--- config.mk ---
export PLATFORM = sky130hd
export DESIGN_NAME = adc_result_lock
export DESIGN_NICKNAME = d
export VERILOG_FILES = /design/src/rtl/adc_res_pkg.sv /design/src/rtl/adc_res_lock_ctrl.sv /design/src/rtl/adc_res_store.sv /design/src/rtl/adc_res_format.sv /design/src/rtl/adc_result_lock.sv
export SDC_FILE = /design/constraint.sdc
export NUM_CORES = 1
export LEC_CHECK = 0
export ABC_AREA = 1
export BUFFER_PORTS_ARGS = -buffer_cell sky130_fd_sc_hd__buf_4
export CAP_MARGIN = 25
export CELL_PAD_IN_SITES_DETAIL_PLACEMENT = 1
export CELL_PAD_IN_SITES_GLOBAL_PLACEMENT = 2
export CORE_ASPECT_RATIO = 1.4
export CORE_UTILIZATION = 21
export CTS_CLUSTER_DIAMETER = 200
export DETAILED_ROUTE_END_ITERATION = 12
export HOLD_SLACK_MARGIN = 0.15
export PLACE_DENSITY = 0.83
export SLEW_MARGIN = 0
export SYNTH_ARGS = -nofsm -noshare
export SYNTH_HDL_FRONTEND = slang
export SYNTH_SLANG_ARGS = --single-unit
--- constraint.sdc ---
create_clock -name clk_i -period 1.2 [get_ports clk_i]
set_clock_uncertainty 0.1 [all_clocks]
set_input_delay 0.18 -clock clk_i [delete_from_list [all_inputs] [get_ports clk_i]]
set_output_delay 0.18 -clock clk_i [all_outputs]
set_load 0.03 [all_outputs]
--- src/rtl/adc_res_pkg.sv ---
package adc_res_pkg;
  typedef enum logic { ALIGN_RIGHT = 1'b0, ALIGN_LEFT = 1'b1 } align_e;
endpackage

--- src/rtl/adc_res_lock_ctrl.sv ---
module adc_res_lock_ctrl (
  input  logic clk_i,
  input  logic rst_ni,
  input  logic conv_done_i,
  input  logic rd_lo_i,
  input  logic rd_hi_i,
  output logic lock_o,
  output logic accept_o
);
  logic lock_q, lock_d, held;

  // lock stays effective this cycle unless a high read releases it
  assign held     = lock_q & ~rd_hi_i;
  assign accept_o = conv_done_i & ~rd_lo_i & ~held;

  always_comb begin
    lock_d = lock_q;
    if (rd_lo_i)      lock_d = 1'b1;
    else if (rd_hi_i) lock_d = 1'b0;
  end

  always_ff @(posedge clk_i or negedge rst_ni) begin
    if (!rst_ni) lock_q <= 1'b0;
    else         lock_q <= lock_d;
  end

  assign lock_o = lock_q;

  AST_LOCK_SET: assert property (@(posedge clk_i) disable iff (!rst_ni)
    rd_lo_i |=> lock_q);
  AST_LOCK_REL: assert property (@(posedge clk_i) disable iff (!rst_ni)
    (rd_hi_i && !rd_lo_i) |=> !lock_q);
  AST_HI_NO_LOCK: assert property (@(posedge clk_i) disable iff (!rst_ni)
    (!lock_q && !rd_lo_i) |=> !lock_q);
endmodule

--- src/rtl/adc_res_store.sv ---
module adc_res_store #(
  parameter int RES_W = 10
) (
  input  logic             clk_i,
  input  logic             rst_ni,
  input  logic             load_i,
  input  logic [RES_W-1:0] res_i,
  output logic [RES_W-1:0] res_o
);
  logic [RES_W-1:0] res_q;

  always_ff @(posedge clk_i or negedge rst_ni) begin
    if (!rst_ni)     res_q <= '0;
    else if (load_i) res_q <= res_i;
  end

  assign res_o = res_q;

  AST_HOLD: assert property (@(posedge clk_i) disable iff (!rst_ni)
    !load_i |=> $stable(res_q));
endmodule

--- src/rtl/adc_res_format.sv ---
module adc_res_format
  import adc_res_pkg::*;
#(
  parameter int RES_W  = 10,
  parameter int BYTE_W = 8
) (
  input  logic [RES_W-1:0]  res_i,
  input  align_e            align_i,
  output logic [BYTE_W-1:0] hi_o,
  output logic [BYTE_W-1:0] lo_o
);
  localparam int WIDE_W = 2 * BYTE_W;
  localparam int PAD_W  = WIDE_W - RES_W;

  logic [WIDE_W-1:0] wide;

  generate
    if (PAD_W > 0) begin : g_pad
      always_comb begin
        if (align_i == ALIGN_LEFT) wide = {res_i, {PAD_W{1'b0}}};
        else                       wide = {{PAD_W{1'b0}}, res_i};
      end
    end else begin : g_full
      always_comb wide = res_i;
      logic unused_align;
      assign unused_align = align_i;
    end
  endgenerate

  assign hi_o = wide[WIDE_W-1:BYTE_W];
  assign lo_o = wide[BYTE_W-1:0];
endmodule

--- src/rtl/adc_result_lock.sv ---
module adc_result_lock
  import adc_res_pkg::*;
#(
  parameter int RES_W  = 10,
  parameter int BYTE_W = 8
) (
  input  logic              clk_i,
  input  logic              rst_ni,
  input  logic              conv_done_i,
  input  logic [RES_W-1:0]  conv_res_i,
  input  logic              left_align_i,
  input  logic              rd_lo_i,
  input  logic              rd_hi_i,
  input  logic              wr_lo_i,
  input  logic              wr_hi_i,
  input  logic [BYTE_W-1:0] wr_data_i,
  output logic [BYTE_W-1:0] rd_data_o
);
  localparam int PAD_W = 2 * BYTE_W - RES_W;

  logic             lock, accept;
  logic [RES_W-1:0] res;
  logic [BYTE_W-1:0] hi_b, lo_b;
  align_e           align;

  // register is read-only; write port exists only on the bus
  logic unused_wr;
  assign unused_wr = ^{wr_lo_i, wr_hi_i, wr_data_i};

  assign align = left_align_i ? ALIGN_LEFT : ALIGN_RIGHT;

  adc_res_lock_ctrl u_lock (
    .clk_i      (clk_i),
    .rst_ni     (rst_ni),
    .conv_done_i(conv_done_i),
    .rd_lo_i    (rd_lo_i),
    .rd_hi_i    (rd_hi_i),
    .lock_o     (lock),
    .accept_o   (accept)
  );

  adc_res_store #(.RES_W(RES_W)) u_store (
    .clk_i (clk_i),
    .rst_ni(rst_ni),
    .load_i(accept),
    .res_i (conv_res_i),
    .res_o (res)
  );

  adc_res_format #(.RES_W(RES_W), .BYTE_W(BYTE_W)) u_fmt (
    .res_i  (res),
    .align_i(align),
    .hi_o   (hi_b),
    .lo_o   (lo_b)
  );

  always_comb begin
    if (rd_lo_i)      rd_data_o = lo_b;
    else if (rd_hi_i) rd_data_o = hi_b;
    else              rd_data_o = '0;
  end

  AST_CAPTURE: assert property (@(posedge clk_i) disable iff (!rst_ni)
    (conv_done_i && !lock && !rd_lo_i) |=> res == $past(conv_res_i));
  AST_FREEZE: assert property (@(posedge clk_i) disable iff (!rst_ni)
    (lock && !rd_hi_i) |=> $stable(res));
  AST_RIGHT_PAD: assert property (@(posedge clk_i) disable iff (!rst_ni)
    (rd_hi_i && !rd_lo_i && !left_align_i) |->
      rd_data_o[BYTE_W-1:BYTE_W-PAD_W] == '0);
  AST_LEFT_PAD: assert property (@(posedge clk_i) disable iff (!rst_ni)
    (rd_lo_i && left_align_i) |-> rd_data_o[PAD_W-1:0] == '0);
  AST_IDLE_BUS: assert property (@(posedge clk_i) disable iff (!rst_ni)
    (!rd_lo_i && !rd_hi_i) |-> rd_data_o == '0);
endmodule

Word level (Yosys, flattened, before mapping)
Index checks and enable logic that the tools add are counted.
- register bits: 11
- output and inout port bits: 8
- word-level logic and storage cells: 15
- mux-type cells: 6
- bitwise logic cells: 6
- reductions and logical operators: 1
- operator list (kind ; number):
    $mux W16 ; 1
    $mux W8 ; 2
    $and A1 B1 Y1 ; 3
    $mux W1 ; 3
    $not A1 Y1 ; 3
    $reduce_bool A2 Y1 ; 1

Logic depth before layout (Yosys ltp)
Gate-level depths: netlist of the first run.
- word-level depth: 4
- mapped depth: 5
- mapped depth without buffers: 5

Cells and area by module
Synthesis of the first run repeated with hierarchy kept, for this count alone.
- cell total of the unflattened synthesis: 115
- area total of the unflattened synthesis: 711.9 um^2
- by module, submodules not included (module ; instances ; cells each ; area each (um^2) ; sequential area each (um^2)):
    adc_res_store ; 1 ; 42 ; 377.9 ; 250.2
    adc_res_format ; 1 ; 39 ; 165.2 ; 0.0
    adc_result_lock ; 1 ; 27 ; 120.1 ; 0.0
    adc_res_lock_ctrl ; 1 ; 7 ; 48.8 ; 25.0

Least setup slack after synthesis of the first run
OpenSTA, ideal clock, no wires.
- path type: register to output
- start point: reg u_store.res_q[4], in the netlist u_store.res_o[4]
- end point: out rd_data_o[2]
- arrival time: 1068 ps
- required time: 920 ps
- slack: -148 ps
- stages on the path, launching flop included: 3
- cell sequence: dfrtp_1 > nand2_1 > o21ai_0
- cells in the longest elaborated chain, start to end: 3
- ends and longest elaborated chain (item ; RTL line ; RTL):
    from (decl) ; adc_res_store.sv:10 ; logic [RES_W-1:0] res_q;
    from (signal assigned) ; adc_res_store.sv:14 ; else if (load_i) res_q <= res_i;
    $mux W16 ; adc_res_format.sv:20 ; if (align_i == ALIGN_LEFT) wide = {res_i, {PAD_W{1'b0}}};
    $mux W8 ; adc_result_lock.sv:59 ; else if (rd_hi_i) rd_data_o = hi_b;
    $mux W8 ; adc_result_lock.sv:58 ; if (rd_lo_i) rd_data_o = lo_b;
    to (decl) ; adc_result_lock.sv:17 ; output logic [BYTE_W-1:0] rd_data_o
Every way passes these cells.

Worst setup path in the final report of the first run
- start point: reg u_store.res_q[8], in the netlist u_store.res_o[8]
- end point: out rd_data_o[0]
Same word-level chain as after synthesis.

==> flow_summary.json, run 1 <==
{
  "outcome": "complete, but fails checks",
  "violations": "negative setup slack",
  "drtIter0Drc": 10,
  "die_x_um": 48.9,
  "ys_types": 13,
  "syn-cell-area_um2": 647,
  "fin_tns_setup_ps": -595,
  "clockBufferDepth": 2,
  "finish.instance_area_mm2": 0.00109,
  "finalPower_mw": 1.26,
  "rr_worst_depth": 4,
  "path_max_fanout": 3,
  "slew_viol_final": 0,
  "drtAntennaViolNets": 0,
  "avgViaCountPerCell": 4.15,
  "syn_avg_cell_area_um2": 6.81,
  "worst-setup-path-type": "reg -> out",
  "crit_path_start_kind": "register",
  "worst_pin_slew_ps": 255,
  "core_mm2": 0.00291,
  "grt-ovfl-total": 0,
  "gr-usage-met2_pct": 24.3,
  "final_cells": 177,
  "postLayoutCoreUtil_pct": 37.5,
  "setup.worst_path.start": "u_store.res_o[8]$_DFFE_PN0P_",
  "htreeDepth": 1,
  "hold_viol_final": 0,
  "top_usage_layer": "met2",
  "dp_cells": 154,
  "drt-pass1-iter-count": 4,
  "cts_tree": "built",
  "wirelength_um": 1850,
  "via_count": 734,
  "setup_viol": 8,
  "place_congestion": 0.727,
  "min_period_ps": 1310,
  "synth-async-reset-ratio_pct": 100,
  "whs_endpoint": "u_store.res_o[8]$_DFFE_PN0P_",
  "die_y_um": 67.7,
  "fmax_mhz": 763,
  "cts_sinks": 11,
  "globalRouteTotalUtil_pct": 12.7,
  "synth_area_leader_cell": "dfrtp_1",
  "met3_usage_pct": 1.58,
  "setup_slack_ps": -110,
  "insertion_delay_ps": 240,
  "vdd_drop_max_mv": 0.745,
  "drive_above_1_share_pct": 29.3,
  "grt_pass1_wl_um": 3180,
  "cts_root_buffer": "clkbuf_8",
  "dieArea_mm2": 0.00331,
  "wl_per_cell_um": 10.5,
  "rsz0062_at_grt": "true",
  "slew_headroom_pct": 83.0,
  "grt_max_degree": 13,
  "r2r_end": "u_store.res_o[5]$_DFFE_PN0P_",
  "dpl_cell_area_um2": 851,
  "synthMostInstantiatedCell": "nand2_1",
  "yosys_warnings": 0,
  "grt_pass1_vias": 783,
  "drc": 0,
  "synth_cells": 95,
  "diodes": 0,
  "fin_hold_ws_ps": 162,
  "initial_core_util_pct": 22.3,
  "ios": 34,
  "portBuffers": 23,
  "ys_seq_elements": 11,
  "clk_pin_slew_ps": 50,
  "leakage_nw": 0.593,
  "r2r_start": "u_lock.lock_o$_DFFE_PN0P_",
  "seq_area_frac_synth_pct": 42.6,
  "fill_cells": 377,
  "r2r_setup_slack_ps": 210,
  "synth_fp_nets": 121,
  "critPathCaptureType": "output pin",
  "fin_nets": 167,
  "synth-main-ff-cell": "dfrtp_1",
  "drv_cap": 0,
  "hold_class": "in -> reg",
  "synth_top_area_share_pct": 42.6,
  "area_growth_pct": 68.7,
  "antenna_found_initial": 0,
  "numCtsBuffers": 3,
  "worstHoldStart": "rd_lo_i",
  "met1_usage_pct": 13.1,
  "synth_common_cells": "nand2_1 (45), nand3_1 (16), dfrtp_1 (11)",
  "synth_enable_flop_cells": 0,
  "holdPathStages": 4,
  "fin_crit_sh_pct": 109,
  "place_hpwl_um": 1320,
  "critPathRequiredTime_ps": 920,
  "rows": 23,
  "critical_path_arrival_ps": 1030,
  "ys_top_cells_by_area": "dfrtp_1 (43%), nand2_1 (26%), nand3_1 (12%)",
  "dp_slack_ps": 32.2,
  "cellPowerDensity_mw_per_mm2": 1150
}
-- cell families after synthesis --
| logic type | synth area share (%) |
|---|---|
| AOI/OAI and AO/OA | 3.09 |
| buffers and inverters | 11.6 |
| DFF | 42.6 |
| and+or+nand+nor | 42.7 |
-- routing by layer --
metal	part of all wire, %	vias up
met5	0	-
met4	2.5	0
met3	3.6	4
met2	50	21
met1	44	329
li1	-	380
-- power breakdown --
part           switching, mW  total (mW)  leakage [nW]  internal [mW]
Combinational          0.208       0.414         0.435          0.206
Sequential            0.0458       0.475         0.135          0.429
Clock                  0.135       0.368        0.0228          0.233
-- registers in the layout (all words and copies together), names as in the netlist --
signal / count
u_store.res_o: 10
u_lock.lock_o: 1
-- cells in the final DEF (no fill, tap or decap), types with 2 or more instances in the layout --
| cell type | n |
|---|---|
| nand2_1 | 45 |
| buf_4 | 27 |
| clkbuf_8 | 3 |
| dlygate4sd3_1 | 12 |
| nand3_1 | 16 |
| inv_2 | 2 |
| dfrtp_1 | 11 |
| inv_1 | 10 |
| buf_6 | 5 |
| o21ai_1 | 3 |
-- worst max path at each step --
stage | end | cells past startpoint
floorplan | rd_data_o[5] | 2
global placement | rd_data_o[0] | 5
detailed placement | rd_data_o[7] | 5
CTS | rd_data_o[1] | 5
global route | rd_data_o[0] | 5
finish | rd_data_o[0] | 5
-- final cells by class --
type	count	area [µm²]	share of cell area, %
Inverter	12	45.0	4.13
Sequential cell	11	275	25.2
Timing Repair Buffer	44	379	34.7
Multi-Input combinational cell	69	300	27.5
Tap cell	37	46.3	4.24
Clock buffer	4	45.0	4.13
-- worst max-delay path: stages (launching register included) --
cell	delay, ps
dfrtp_1	400
inv_1	60
nand2_1	50
nand3_1	80
nand2_1	60
buf_6	140
-- timing repair --
item	in CTS	in global routing
endpoints found under the hold margin	22	0
setup buffers	3	4
endpoints found under the setup margin	8	8
resized for setup	4	2
pin swaps	3	8
hold buffers	12	0
cloned	0	0
No activity file was read; power rests on OpenSTA's default activity.
==> inputs of run 2 (changes only) <==
--- a/config.mk
+++ b/config.mk
@@ -12,3 +12,2 @@
 export CELL_PAD_IN_SITES_GLOBAL_PLACEMENT = 2
-export CORE_ASPECT_RATIO = 1.4
 export CORE_UTILIZATION = 21
==> constraint.sdc (replaced) <==
create_clock -name clk_i -period 1.2 [get_ports clk_i]
set_clock_uncertainty 0.1 [all_clocks]
set_input_delay 0.12 -clock clk_i [delete_from_list [all_inputs] [get_ports clk_i]]
set_output_delay 0.12 -clock clk_i [all_outputs]
set_load 0.03 [all_outputs]
==> run 2 against run 1 <==
  * The run ends with design-rule violations, negative setup slack left
  * Critical path depth unchanged
  * Global-route usage up 1.9 points
  * Power down 7.8%
  * Sequential power about the same
  * Utilization up 1.6 points
  * Design area up 1.4%
  * Sequential share of layout area down 0.34 points
  * First-iteration DRC count up 60%
  * Critical path type unchanged
  * Highest routed layer unchanged
==> flow_summary.json, run 2 (synthesis results as in run 1) <==
{
  "outcome": "complete, but fails checks",
  "violations": "design-rule violations, negative setup slack",
  "clockBufferDepth": 2,
  "area_growth_pct": 71.0,
  "cellPowerDensity_mw_per_mm2": 1050,
  "path_max_fanout": 3,
  "initial_core_util_pct": 22.9,
  "diodes": 0,
  "worst-setup-path-type": "reg -> out",
  "place_congestion": 0.734,
  "fmax_mhz": 766,
  "rows": 19,
  "critPathCaptureType": "output pin",
  "dpl_cell_area_um2": 843,
  "wl_per_cell_um": 12.5,
  "avgViaCountPerCell": 4.43,
  "die_y_um": 57.5,
  "final_cell_mix": "nand2_1 (43), buf_4 (24), nand3_1 (15)",
  "core_mm2": 0.00283,
  "drv_cap": 0,
  "dieArea_mm2": 0.00331,
  "r2r_start": "u_store.res_o[9]$_DFFE_PN0P_",
  "portBuffers": 23,
  "rr_worst_depth": 4,
  "place_hpwl_um": 1410,
  "postLayoutCoreUtil_pct": 39.1,
  "finish.instance_area_mm2": 0.00111,
  "setup_viol": 8,
  "fill_cells": 363,
  "cts_root_buffer": "clkbuf_4",
  "critical_path_arrival_ps": 1090,
  "final_common_cell": "nand2_1",
  "die_x_um": 57.5,
  "grt_max_degree": 13,
  "via_count": 762,
  "htreeDepth": 1,
  "ios": 34,
  "dp_slack_ps": 139,
  "fin_crit_sh_pct": 109,
  "r2r_setup_slack_ps": 220,
  "grt_pass1_wl_um": 3630,
  "fin_nets": 168,
  "worstHoldStart": "rd_lo_i",
  "insertion_delay_ps": 260,
  "slew_headroom_pct": 82.2,
  "numCtsBuffers": 3,
  "grt-ovfl-total": 0,
  "min_period_ps": 1310,
  "cts_tree": "built",
  "drtAntennaViolNets": 0,
  "worst_pin_slew_ps": 266,
  "setup_slack_ps": -106,
  "wirelength_um": 2150,
  "largest_reg_flops": 10,
  "drtIter0Drc": 16,
  "cts_sinks": 11,
  "leakage_nw": 0.607,
  "slew_viol_final": 0,
  "clk_pin_slew_ps": 70,
  "holdPathStages": 5,
  "drc": 4,
  "drive_above_1_share_pct": 31.2,
  "whs_endpoint": "u_store.res_o[7]$_DFFE_PN0P_",
  "crit_path_start_kind": "register",
  "globalRouteTotalUtil_pct": 14.6,
  "hold_viol_final": 0,
  "antenna_found_initial": 0,
  "r2r_end": "u_store.res_o[9]$_DFFE_PN0P_",
  "vdd_drop_max_mv": 0.371,
  "hold_class": "in -> reg",
  "grt_pass1_vias": 838,
  "drt-pass1-iter-count": 7,
  "critPathRequiredTime_ps": 980,
  "rsz0062_at_grt": "true"
}
-- run 2: metrics by stage --
step	cells	total power [mW]	hold slack, ps	setup TNS (ps)
floorplan	95	0.663	-276	0
global placement	148	0.789	-142	0
detailed placement	148	0.801	-141	0
CTS	168	1.12	230	-561
global route	172	1.24	222	-1000
finish	172	1.16	188	-478
-- run 2: how the worst max path moves through the flow --
| stage | cells past startpoint | start | slack, ps | end |
|---|---|---|---|---|
| 2_1_floorplan | 2 | u_store.res_o[7]$_DFFE_PN0P_ | 130 | rd_data_o[5] |
| 3_3_place_gp | 5 | rd_lo_i | 170 | rd_data_o[1] |
| 3_5_place_dp | 5 | rd_lo_i | 140 | rd_data_o[7] |
| 4_1_cts | 5 | u_store.res_o[9]$_DFFE_PN0P_ | -90 | rd_data_o[1] |
| 5_1_grt | 5 | u_store.res_o[0]$_DFFE_PN0P_ | -180 | rd_data_o[6] |
| 6_report | 5 | u_store.res_o[0]$_DFFE_PN0P_ | -110 | rd_data_o[6] |
-- run 2: report_power, final --
group,switching (mW),internal (mW)
sequential,0.0507,0.427
combinational,0.219,0.211
clock,0.121,0.129
-- run 2: what timing repair did --
| item | CTS | global route |
|---|---|---|
| endpoints found under the hold margin | 22 | 0 |
| hold buffers | 14 | 0 |
| pin swaps | 5 | 6 |
| resized for setup | 4 | 10 |
| buffers inserted | 2 | 4 |
| endpoints found under the setup margin | 8 | 18 |
-- run 2: per-layer routing --
| metal | vias to the layer above | wire, µm | GRT usage (%) |
|---|---|---|---|
| li1 | 387 | - | - |
| met4 | 0 | 21 | 8.36 |
| met1 | 356 | 923 | 17.4 |
| met3 | 2 | 66 | 1.81 |
| met5 | - | 0 | 0 |
| met2 | 17 | 1140 | 25.1 |
-- run 2: critical path, cell delays in order (launching register included) --
cell     delay (ps)
dfrtp_1         410
inv_1            80
nand2_1          50
nand3_1          80
nand2_1          70
buf_6           140
-- run 2: area by class of cell --
class | count | area, µm² | area share, %
flip-flops and latches | 11 | 275 | 24.9
well taps | 31 | 38.8 | 3.51
clock buffers | 4 | 26.3 | 2.38
repair buffers | 45 | 402 | 36.3
multi-input cells | 69 | 319 | 28.8
inverters | 12 | 45.0 | 4.07
